File: config.mk
export PLATFORM = sky130hd
export DESIGN_NAME = coeff_token_enc
export DESIGN_NICKNAME = d
export VERILOG_FILES = /design/src/rtl/cte_pkg.sv /design/src/rtl/cte_ctrl.sv /design/src/rtl/cte_datapath.sv /design/src/rtl/coeff_token_enc.sv
export SDC_FILE = /design/constraint.sdc
export NUM_CORES = 1
export LEC_CHECK = 0
export CORE_MARGIN = 2
export CORE_UTILIZATION = 40
export CTS_CLUSTER_DIAMETER = 150
export DETAILED_ROUTE_END_ITERATION = 12
export DONT_BUFFER_PORTS = 1
export PLACE_DENSITY_LB_ADDON = 0.25
export SLEW_MARGIN = 15
export SYNTH_ARGS = -nofsm -noshare
export SYNTH_HDL_FRONTEND = slang
export SYNTH_HIERARCHICAL = 1
export SYNTH_SLANG_ARGS = --single-unit
File: constraint.sdc
create_clock -name clk -period 3.6 [get_ports clk]
set_clock_uncertainty 0.05 [all_clocks]
set_input_delay 0.18 -clock clk [delete_from_list [all_inputs] [get_ports clk]]
set_output_delay 0.18 -clock clk [all_outputs]
set_load 0.01 [all_outputs]
File: src/rtl/cte_pkg.sv
package cte_pkg;
  localparam int CW_W        = 16;
  localparam int LEN_W       = 5;
  localparam int TC_W        = 5;
  localparam int T1_W        = 2;
  localparam int NC_W        = 6;
  localparam int SIGN_W      = 3;
  localparam int ADDR_W      = TC_W + T1_W;
  localparam int ROM_DEPTH   = 2 ** ADDR_W;
  localparam int LUMA_TABLES = 3;
  localparam int SUB_COUNT   = LUMA_TABLES + 2;
  localparam int FIXED_LEN   = 6;

  localparam logic signed [NC_W-1:0] NC_MID_MIN   = NC_W'(2);
  localparam logic signed [NC_W-1:0] NC_HIGH_MIN  = NC_W'(4);
  localparam logic signed [NC_W-1:0] NC_FIXED_MIN = NC_W'(8);

  typedef struct packed {
    logic [LEN_W-1:0] len;
    logic [CW_W-1:0]  code;
  } tokEntry_t;

  typedef struct packed {
    logic                   load;
    logic                   useFixed;
    logic                   useChroma;
    logic [LUMA_TABLES-1:0] lumaEn;
  } ctrlStb_t;

  // Generated code family for the low-context sub-tables.
  function automatic tokEntry_t lumaEntry(int unsigned addr, int unsigned k);
    int r;
    int v;
    int n;
    tokEntry_t e;
    r = 4 * int'(addr >> T1_W) - 3 * int'(addr & 3);
    if (r < 0) r = 0;
    v = r + (1 << k);
    n = 0;
    for (int b = 0; b < 31; b++) begin
      if ((v >> b) != 0) n = b;
    end
    e.len  = LEN_W'(2 * n + 1 - int'(k));
    e.code = CW_W'(v);
    return e;
  endfunction
endpackage

File: src/rtl/cte_ctrl.sv
module cte_ctrl
  import cte_pkg::*;
(
  input  logic                   clk,
  input  logic                   rstN,
  input  logic                   inValid,
  input  logic signed [NC_W-1:0] nC,
  output ctrlStb_t               stb,
  output logic                   outValid
);

  // Context decode: one strobe per sub-table.
  always_comb begin
    stb      = '0;
    stb.load = inValid;
    if (nC[NC_W-1]) begin
      stb.useChroma = 1'b1;
    end else if (nC >= NC_FIXED_MIN) begin
      stb.useFixed = 1'b1;
    end else if (nC >= NC_HIGH_MIN) begin
      stb.lumaEn[2] = 1'b1;
    end else if (nC >= NC_MID_MIN) begin
      stb.lumaEn[1] = 1'b1;
    end else begin
      stb.lumaEn[0] = 1'b1;
    end
  end

  always_ff @(posedge clk or negedge rstN) begin
    if (!rstN) outValid <= 1'b0;
    else       outValid <= inValid;
  end

  a_r2_valid_follows: assert property (@(posedge clk) disable iff (!rstN)
    inValid |=> outValid);
  a_r2_valid_single: assert property (@(posedge clk) disable iff (!rstN)
    !inValid |=> !outValid);

endmodule

File: src/rtl/cte_datapath.sv
module cte_datapath
  import cte_pkg::*;
(
  input  logic              clk,
  input  logic              rstN,
  input  ctrlStb_t          stb,
  input  logic [TC_W-1:0]   totalCoeff,
  input  logic [T1_W-1:0]   trailOnes,
  input  logic [SIGN_W-1:0] signArr,
  output logic [CW_W-1:0]   tokenCode,
  output logic [LEN_W-1:0]  tokenLen,
  output logic [SIGN_W-1:0] signCode,
  output logic [T1_W-1:0]   signLen
);

  logic [ADDR_W-1:0] addr;
  assign addr = {totalCoeff, trailOnes};

  tokEntry_t lumaRom [LUMA_TABLES][ROM_DEPTH];
  tokEntry_t subOut  [SUB_COUNT];

  // Low-context sub-tables, filled at elaboration, read in parallel.
  for (genvar g = 0; g < LUMA_TABLES; g++) begin : g_luma
    for (genvar e = 0; e < ROM_DEPTH; e++) begin : g_entry
      assign lumaRom[g][e] = lumaEntry(e, g);
    end
    assign subOut[g] = stb.lumaEn[g] ? lumaRom[g][addr] : '0;
  end

  // Chroma-DC sub-table.
  tokEntry_t chromaEnt;
  always_comb begin
    unique case ({totalCoeff[2:0], trailOnes})
      5'b000_00: chromaEnt = '{len: LEN_W'(2), code: CW_W'(1)};
      5'b001_00: chromaEnt = '{len: LEN_W'(6), code: CW_W'(7)};
      5'b001_01: chromaEnt = '{len: LEN_W'(1), code: CW_W'(1)};
      5'b010_00: chromaEnt = '{len: LEN_W'(6), code: CW_W'(4)};
      5'b010_01: chromaEnt = '{len: LEN_W'(6), code: CW_W'(6)};
      5'b010_10: chromaEnt = '{len: LEN_W'(3), code: CW_W'(1)};
      5'b011_00: chromaEnt = '{len: LEN_W'(6), code: CW_W'(3)};
      5'b011_01: chromaEnt = '{len: LEN_W'(7), code: CW_W'(3)};
      5'b011_10: chromaEnt = '{len: LEN_W'(7), code: CW_W'(2)};
      5'b011_11: chromaEnt = '{len: LEN_W'(6), code: CW_W'(5)};
      5'b100_00: chromaEnt = '{len: LEN_W'(6), code: CW_W'(2)};
      5'b100_01: chromaEnt = '{len: LEN_W'(8), code: CW_W'(3)};
      5'b100_10: chromaEnt = '{len: LEN_W'(8), code: CW_W'(2)};
      5'b100_11: chromaEnt = '{len: LEN_W'(7), code: CW_W'(0)};
      default:   chromaEnt = '0;
    endcase
  end
  assign subOut[LUMA_TABLES] = stb.useChroma ? chromaEnt : '0;

  // Fixed-length path: arithmetic instead of a table.
  tokEntry_t fixedEnt;
  logic [TC_W-1:0] tcLess;
  assign tcLess = totalCoeff - TC_W'(1);
  always_comb begin
    fixedEnt.len = LEN_W'(FIXED_LEN);
    if (totalCoeff == '0) fixedEnt.code = CW_W'(3);
    else                  fixedEnt.code = CW_W'({tcLess[FIXED_LEN-T1_W-1:0], trailOnes});
  end
  assign subOut[LUMA_TABLES+1] = stb.useFixed ? fixedEnt : '0;

  tokEntry_t merged;
  always_comb begin
    merged = '0;
    for (int i = 0; i < SUB_COUNT; i++) merged = merged | subOut[i];
  end

  // All trailing-one signs packed in one step.
  logic [SIGN_W-1:0] signNext;
  always_comb begin
    signNext = '0;
    for (int i = 0; i < SIGN_W; i++) begin
      if (i < int'(trailOnes)) signNext[int'(trailOnes) - 1 - i] = signArr[i];
    end
  end

  always_ff @(posedge clk or negedge rstN) begin
    if (!rstN) begin
      tokenCode <= '0;
      tokenLen  <= '0;
      signCode  <= '0;
      signLen   <= '0;
    end else if (stb.load) begin
      tokenCode <= merged.code;
      tokenLen  <= merged.len;
      signCode  <= signNext;
      signLen   <= trailOnes;
    end
  end

  a_r2_one_table: assert property (@(posedge clk) disable iff (!rstN)
    stb.load |-> $onehot({stb.useFixed, stb.useChroma, stb.lumaEn}));
  a_r4_fixed_len: assert property (@(posedge clk) disable iff (!rstN)
    (stb.load && stb.useFixed) |=> tokenLen == LEN_W'(FIXED_LEN));
  a_r7_sign_clean: assert property (@(posedge clk) disable iff (!rstN)
    (signCode >> signLen) == '0);

endmodule

File: src/rtl/coeff_token_enc.sv
module coeff_token_enc
  import cte_pkg::*;
(
  input  logic                   clk,
  input  logic                   rstN,
  input  logic                   inValid,
  input  logic signed [NC_W-1:0] nC,
  input  logic [TC_W-1:0]        totalCoeff,
  input  logic [T1_W-1:0]        trailOnes,
  input  logic [SIGN_W-1:0]      signArr,
  output logic                   outValid,
  output logic [CW_W-1:0]        tokenCode,
  output logic [LEN_W-1:0]       tokenLen,
  output logic [SIGN_W-1:0]      signCode,
  output logic [T1_W-1:0]        signLen
);

  ctrlStb_t stb;

  cte_ctrl u_ctrl (
    .clk(clk), .rstN(rstN), .inValid(inValid), .nC(nC),
    .stb(stb), .outValid(outValid)
  );

  cte_datapath u_dp (
    .clk(clk), .rstN(rstN), .stb(stb),
    .totalCoeff(totalCoeff), .trailOnes(trailOnes), .signArr(signArr),
    .tokenCode(tokenCode), .tokenLen(tokenLen),
    .signCode(signCode), .signLen(signLen)
  );

  a_r3_hold: assert property (@(posedge clk) disable iff (!rstN)
    !inValid |=> ($stable(tokenCode) && $stable(tokenLen) &&
                  $stable(signCode) && $stable(signLen)));
  a_r7_sign_len: assert property (@(posedge clk) disable iff (!rstN)
    inValid |=> signLen == $past(trailOnes));
  a_r2_len_present: assert property (@(posedge clk) disable iff (!rstN)
    outValid |-> tokenLen != '0);

endmodule

# Yosys cells after proc, flatten, opt, wreduce, memory -nomap -nowiden
# Memories as Yosys holds them, arrays and structs flattened.
# Index checks and enable logic that the tools add are counted.
# op_classes
n_addsub	4
n_eq_ne	0
n_reduce_logical	4
magnitude_cmp	13
div_mod_pow	0
multipliers	0
muxes	32
shifts	0
n_bitwise	6
# op_table
op	n
21-bit two-way mux	10
32-bit by 1-bit >= comparator with 1-bit output, second input constant	3
32-bit by 4-bit < comparator with 1-bit output, second input constant	3
21-bit bitwise OR	4
32-bit by 2-bit subtractor with 32-bit output, second input constant	1
32-bit by 3-bit subtractor with 32-bit output, second input constant	1
19-bit two-way mux	1
3-bit two-way mux	5
1-bit two-way mux	9
8-bit >= comparator, second input constant	1
7-bit NOT with 8-bit output	1
3-bit bitwise mux	2
1-bit demux with 2-bit select	3
6-bit by 3-bit >= comparator with 1-bit output, second input constant	1
6-bit by 4-bit >= comparator with 1-bit output, second input constant	1
6-bit by 5-bit >= comparator with 1-bit output, second input constant	1
6-bit two-way mux	1
5-bit logical NOT	1
1-bit by 2-bit < comparator with 1-bit output, first input constant	2
4-bit by 1-bit subtractor with 4-bit output, second input constant	1
3-bit bitwise AND	1
1-bit logical AND	3
2-bit by 1-bit subtractor with 3-bit output, second input constant	1
2-bit < comparator, first input constant	1
2-bit two-way mux	1
# totals
memories	4
latchBits	0
word_cells	68
mem_bits_rw	0
regBits	27
romBits	8288
out_inout_bits	27
inputBits	19
# mem_list
name	words	width	read_ports	rd_ports_with_merged_regs	write_ports	line_no	text
(no name shown)	128	21	1	0	0	cte_datapath.sv:27	assign subOut[g] = stb.lumaEn[g] ? lumaRom[g][addr] : '0;
(no name shown)	128	21	1	0	0	cte_datapath.sv:27	
(no name shown)	128	21	1	0	0	cte_datapath.sv:27	
(no name shown)	32	7	1	0	0	cte_datapath.sv:33	unique case ({totalCoeff[2:0], trailOnes})

# Depth between registers and ports, before layout
# logic_depth
word_depth	11
mapped_depth	10
depth_no_buf	7

# Modules after synthesis
# Netlist, hierarchy kept.
# by_module_without_submodules
mod	seq_area_each_um2	area_per_inst_um2	cells_each	instances
cte_datapath	425.4	2253.4	305	1
cte_ctrl	25.0	81.3	9	1

# Worst setup path after synthesis
# Ideal clock, no wire load.
# synth_path
kind	input-to-reg
startpoint	input port trailOnes[1]
endpoint	register u_dp.tokenLen[2]
stages	9
t_arrival_ns	1.764
setup_time_ns	0.136
path_buffers	2
required_time_ns	3.414
slack_ns	1.650
cell_sequence	buf_2 inv_1 ha_1 clkbuf_1 nor2b_1 o31ai_2 o21ai_1 a2111oi_2 a31oi_1
# synth_via
elab_chain_len	9
word_cells_on_any_way	19
classes_between	mux (10); bitwise (5); memory (4)
# synth_rtl
item	line_no	text
from (decl)	coeff_token_enc.sv:9	input logic [T1_W-1:0] trailOnes,
7-bit NOT with 8-bit output (implied by the code)	cte_datapath.sv:27	
memory read 128 x 21 bit	--	
21-bit two-way mux (implied by the code) (2 in series)	cte_datapath.sv:27	
21-bit two-way mux	cte_datapath.sv:27	
21-bit bitwise OR (2 in series)	cte_datapath.sv:67	for (int i = 0; i < SUB_COUNT; i++) merged = merged | subOut[i];
21-bit bitwise OR (*) (2 in series)	cte_datapath.sv:67	
to (signal assigned)	cte_datapath.sv:87	tokenLen <= merged.len;
to (decl)	cte_datapath.sv:11	output logic [LEN_W-1:0] tokenLen,
# Every way passes the cells marked *; elsewhere a longest branch is shown, timed or not. The select of a mux whose other input is x is not followed.
# A chain may end at the register's enable or synchronous reset.

# Final worst setup path
# layout_path
startpoint	input port trailOnes[0]
endpoint	register u_dp.tokenLen[1]
# Same word-level chain as after synthesis.

==> impl_metrics.ini <==
[placed_design]
place_ws_ns = 1.34
gp_congestion = 0.928
placed_cell_area_um2 = 2240
hpwl_um = 4820
io_buffers = 0

[detailed_routing]
wl_per_cell_um = 19.2
drt_iter0_markers = 371
met1_length_um = 3080
met2_length_um = 3170
wl_um = 7000
vias_per_cell = 6.32
drc = 0
drt-pass1-iter-count = 4
wl_met3_um = 569
vias = 2300
antenna_left = 0
top_layer = met4

[power_and_ir_drop]
power_density_nw_per_um2 = 253
clockPowerShare_pct = 29.5
p_switching_uw = 198
seqPwrFrac_pct = 41.6
p_sw_share_pct = 33.9
vdd_drop_max_v = 0.000150
internal_power_uw = 387
totalPowerFinal_uw = 585
p_leak_nw = 0.873
p_comb_share_pct = 28.8

[final_layout]
final_nets = 321
finalInstanceArea_um2 = 2310
drive_above_1_share_pct = 6.87
fill_cells = 602
syn_to_final_growth_pct = -0.857

[clock_tree]
clk_path_buf_depth = 2
clk_latency_ns = 0.26
cts.sinks = 18
htree_num_levels = 1
cts_setup_buffers = 0
cts_tree = built
cts_buffers = 3
root_buffer = clkbuf_8
clkTransAtPathRegs_ns = 0.08

[global_routing]
grt_pass1_wl_um = 11100
grt_remaining_overflow = 0
antenna_found_initial = 0
grt_pass1_vias = 2130
grt_max_degree = 47
grt.total_usage_pct = 22.1

[floorplan]
dieArea_um2 = 6460
start_util_pct = 41.9
die_h_um = 80.4
core_area_um2 = 5570
num_rows = 27
die_w_um = 80.4
ios = 46

[synth]
syn_area_per_cell_um2 = 7.44
synth_top_family_by_area = compound AO/OA/AOI/OAI gates
ys_ff_latch = 18
netlist_area_um2 = 2330
synth_xor_area_share_pct = 1.50
synth.area.mux_share_pct = 2.79
synth_compound_area_share_pct = 31.4
synthArstFlopShare_pct = 100
ys_types = 62
ys_seq_area_share_pct = 19.3
synth_edf_count = 0
synth-adder-area-share_pct = 5.36
synth_flop_cell = dfrtp_1
synthSimpleGateAreaFrac_pct = 27.4
synth_cells = 314
synth-warning-count = 6

[critical_path]
r2r_start = u_dp/tokenLen[1]$_DFFE_PN0P_
critPathRequiredTime_ns = 3.69
endpoint_kind = flip-flop
r2r_setup_slack_ns = 2.17
crit_fanout = 11
worstSetupStartpointType = input port
worst-r2r-cell-count = 4
rr_endpoint = u_dp/tokenLen[1]$_DFFE_PN0P_
critical_path_arrival_ns = 2.13
critPathKind = input port to flip-flop

[sta]
fmax_mhz = 490
hold_viol_final = 0
setup_tns_ns = 0
maxSlewViolCount = 0
rsz0062_at_grt = no
min_period_ns = 2.04
maxSlewHeadroom_pct = 31.8
setup_violations = 0
worstMarginPinSlew_ns = 1.02
fin_hold_ws_ns = 0.0136
fin_ws_ns = 1.56
period_share_pct = 56.7

[worst_hold_path]
hold_path.startpoint = inValid
hold_depth = 1
hold-path-endpoint = u_dp/tokenCode[1]$_DFFE_PN0P_
holdCritPathClass = input port to flip-flop

[flow_run]
drv_cap = 0

[run_status]
outcome = finished clean
layout make-up:
cell class / count / area, µm² / share of cell area (%)
well taps: 72 / 90.1 / 3.89
inverters: 14 / 52.6 / 2.27
diodes: 1 / 2.50 / 0.108
clock buffers: 4 / 55.1 / 2.38
multi-input cells: 252 / 1640 / 70.7
flip-flops and latches: 18 / 450 / 19.5
repair buffers: 3 / 27.5 / 1.19
synth_stat cells, types with 5 or more instances:
cell type / count / area share [%]
nand2b_1: 5 / 1.3
a41oi_1: 6 / 2.3
nor3_1: 10 / 2.1
dfrtp_1: 18 / 19
nor2_1: 27 / 4.3
nand3_1: 7 / 1.5
clkbuf_1: 10 / 1.6
nor2b_1: 15 / 4.0
a31oi_1: 10 / 2.7
o31ai_1: 9 / 2.9
ha_1: 10 / 5.4
inv_1: 14 / 2.3
buf_4: 14 / 4.5
nand2_1: 20 / 3.2
buf_2: 9 / 1.9
a21oi_1: 20 / 4.3
o21ai_0: 25 / 5.4
and3_1: 6 / 1.6
registers in the layout (all words and copies together) (netlist names):
name             cells
u_dp/tokenCode       8
u_dp/signCode        3
u_dp/tokenLen        4
u_dp/signLen         2
u_ctrl/outValid      1
per-stage QoR:
| stage | utilization (%) | std cells |
|---|---|---|
| 2_1_floorplan | - | 322 |
| 3_3_place_gp | 40.1 | 357 |
| 3_5_place_dp | 40.1 | 357 |
| 4_1_cts | 41.5 | 363 |
| 5_1_grt | 41.5 | 363 |
| 6_report | 41.5 | 364 |
power groups by stage:
stage                     sequential, mW  clock, mW  combinational [mW]
after global placement             0.248          0               0.157
after detailed placement           0.248          0               0.157
final                              0.244      0.173               0.169
after global routing               0.247      0.185               0.187
after floorplan                    0.244          0               0.163
after CTS                          0.245      0.176               0.165
layer usage:
metal  vias to the layer above  global-route usage (%)
li1                       1092                       -
met1                      1089                    30.9
met2                       104                    34.3
met3                        15                    3.82
met4                         0                    7.29
met5                         -                       0
logic make-up (layout without fill, tap and decap cells):
| family | Yosys count | in the layout |
|---|---|---|
| simple gates | 116 | 116 |
| compound gates | 107 | 107 |
| buf+inv | 52 | 21 |
| flops | 18 | 18 |
| fa+ha+maj | 10 | 10 |
| mux | 6 | 6 |
| xor+xnor | 4 | 4 |
| other cells | 1 | 10 |
worst max-delay path: stages:
cell	delay (ns)
inv_1	0.14
ha_1	0.38
nor2b_1	0.49
nor3_1	0.15
a211oi_1	0.29
o21ai_0	0.14
a221o_1	0.36
worst max-delay path by stage:
| stage | startpoint | to | slack (ns) |
|---|---|---|---|
| after floorplan | trailOnes[1] | u_dp/tokenLen[2]$_DFFE_PN0P_ | 1.65 |
| after global placement | trailOnes[0] | u_dp/tokenLen[1]$_DFFE_PN0P_ | 1.39 |
| after detailed placement | trailOnes[0] | u_dp/tokenLen[1]$_DFFE_PN0P_ | 1.34 |
| after CTS | trailOnes[0] | u_dp/tokenLen[1]$_DFFE_PN0P_ | 1.62 |
| after global routing | trailOnes[1] | u_dp/tokenLen[1]$_DFFE_PN0P_ | 1.44 |
| final | trailOnes[0] | u_dp/tokenLen[1]$_DFFE_PN0P_ | 1.56 |
what timing repair did:
action	4_1_cts	5_1_grt
endpoints found under the hold margin	25	0
hold buffers	2	0
endpoints found under the setup margin	0	0
gates resized for setup	0	0
placed cells by master (no fill, tap or decap), drive strengths merged, types with 3 or more instances in the layout:
cell | synthesis | routed
nor3 | 11 | 11
nand3 | 7 | 7
a32oi | 3 | 3
a21o | 4 | 4
nor4 | 5 | 5
a211oi | 4 | 4
ha | 10 | 10
nor2 | 28 | 28
a21oi | 20 | 20
o21ai | 26 | 26
conb | 1 | 9
and3 | 6 | 6
xnor2 | 3 | 3
a31oi | 10 | 10
nor4b | 3 | 3
inv | 14 | 14
a41oi | 6 | 6
clkbuf | 12 | 4
mux2 | 4 | 4
o31ai | 10 | 10
nand2b | 5 | 5
nor2b | 15 | 15
nand2 | 20 | 20
dfrtp | 18 | 18
nand4 | 3 | 3
or2 | 3 | 3
No activity file was read; power rests on OpenSTA's default activity.
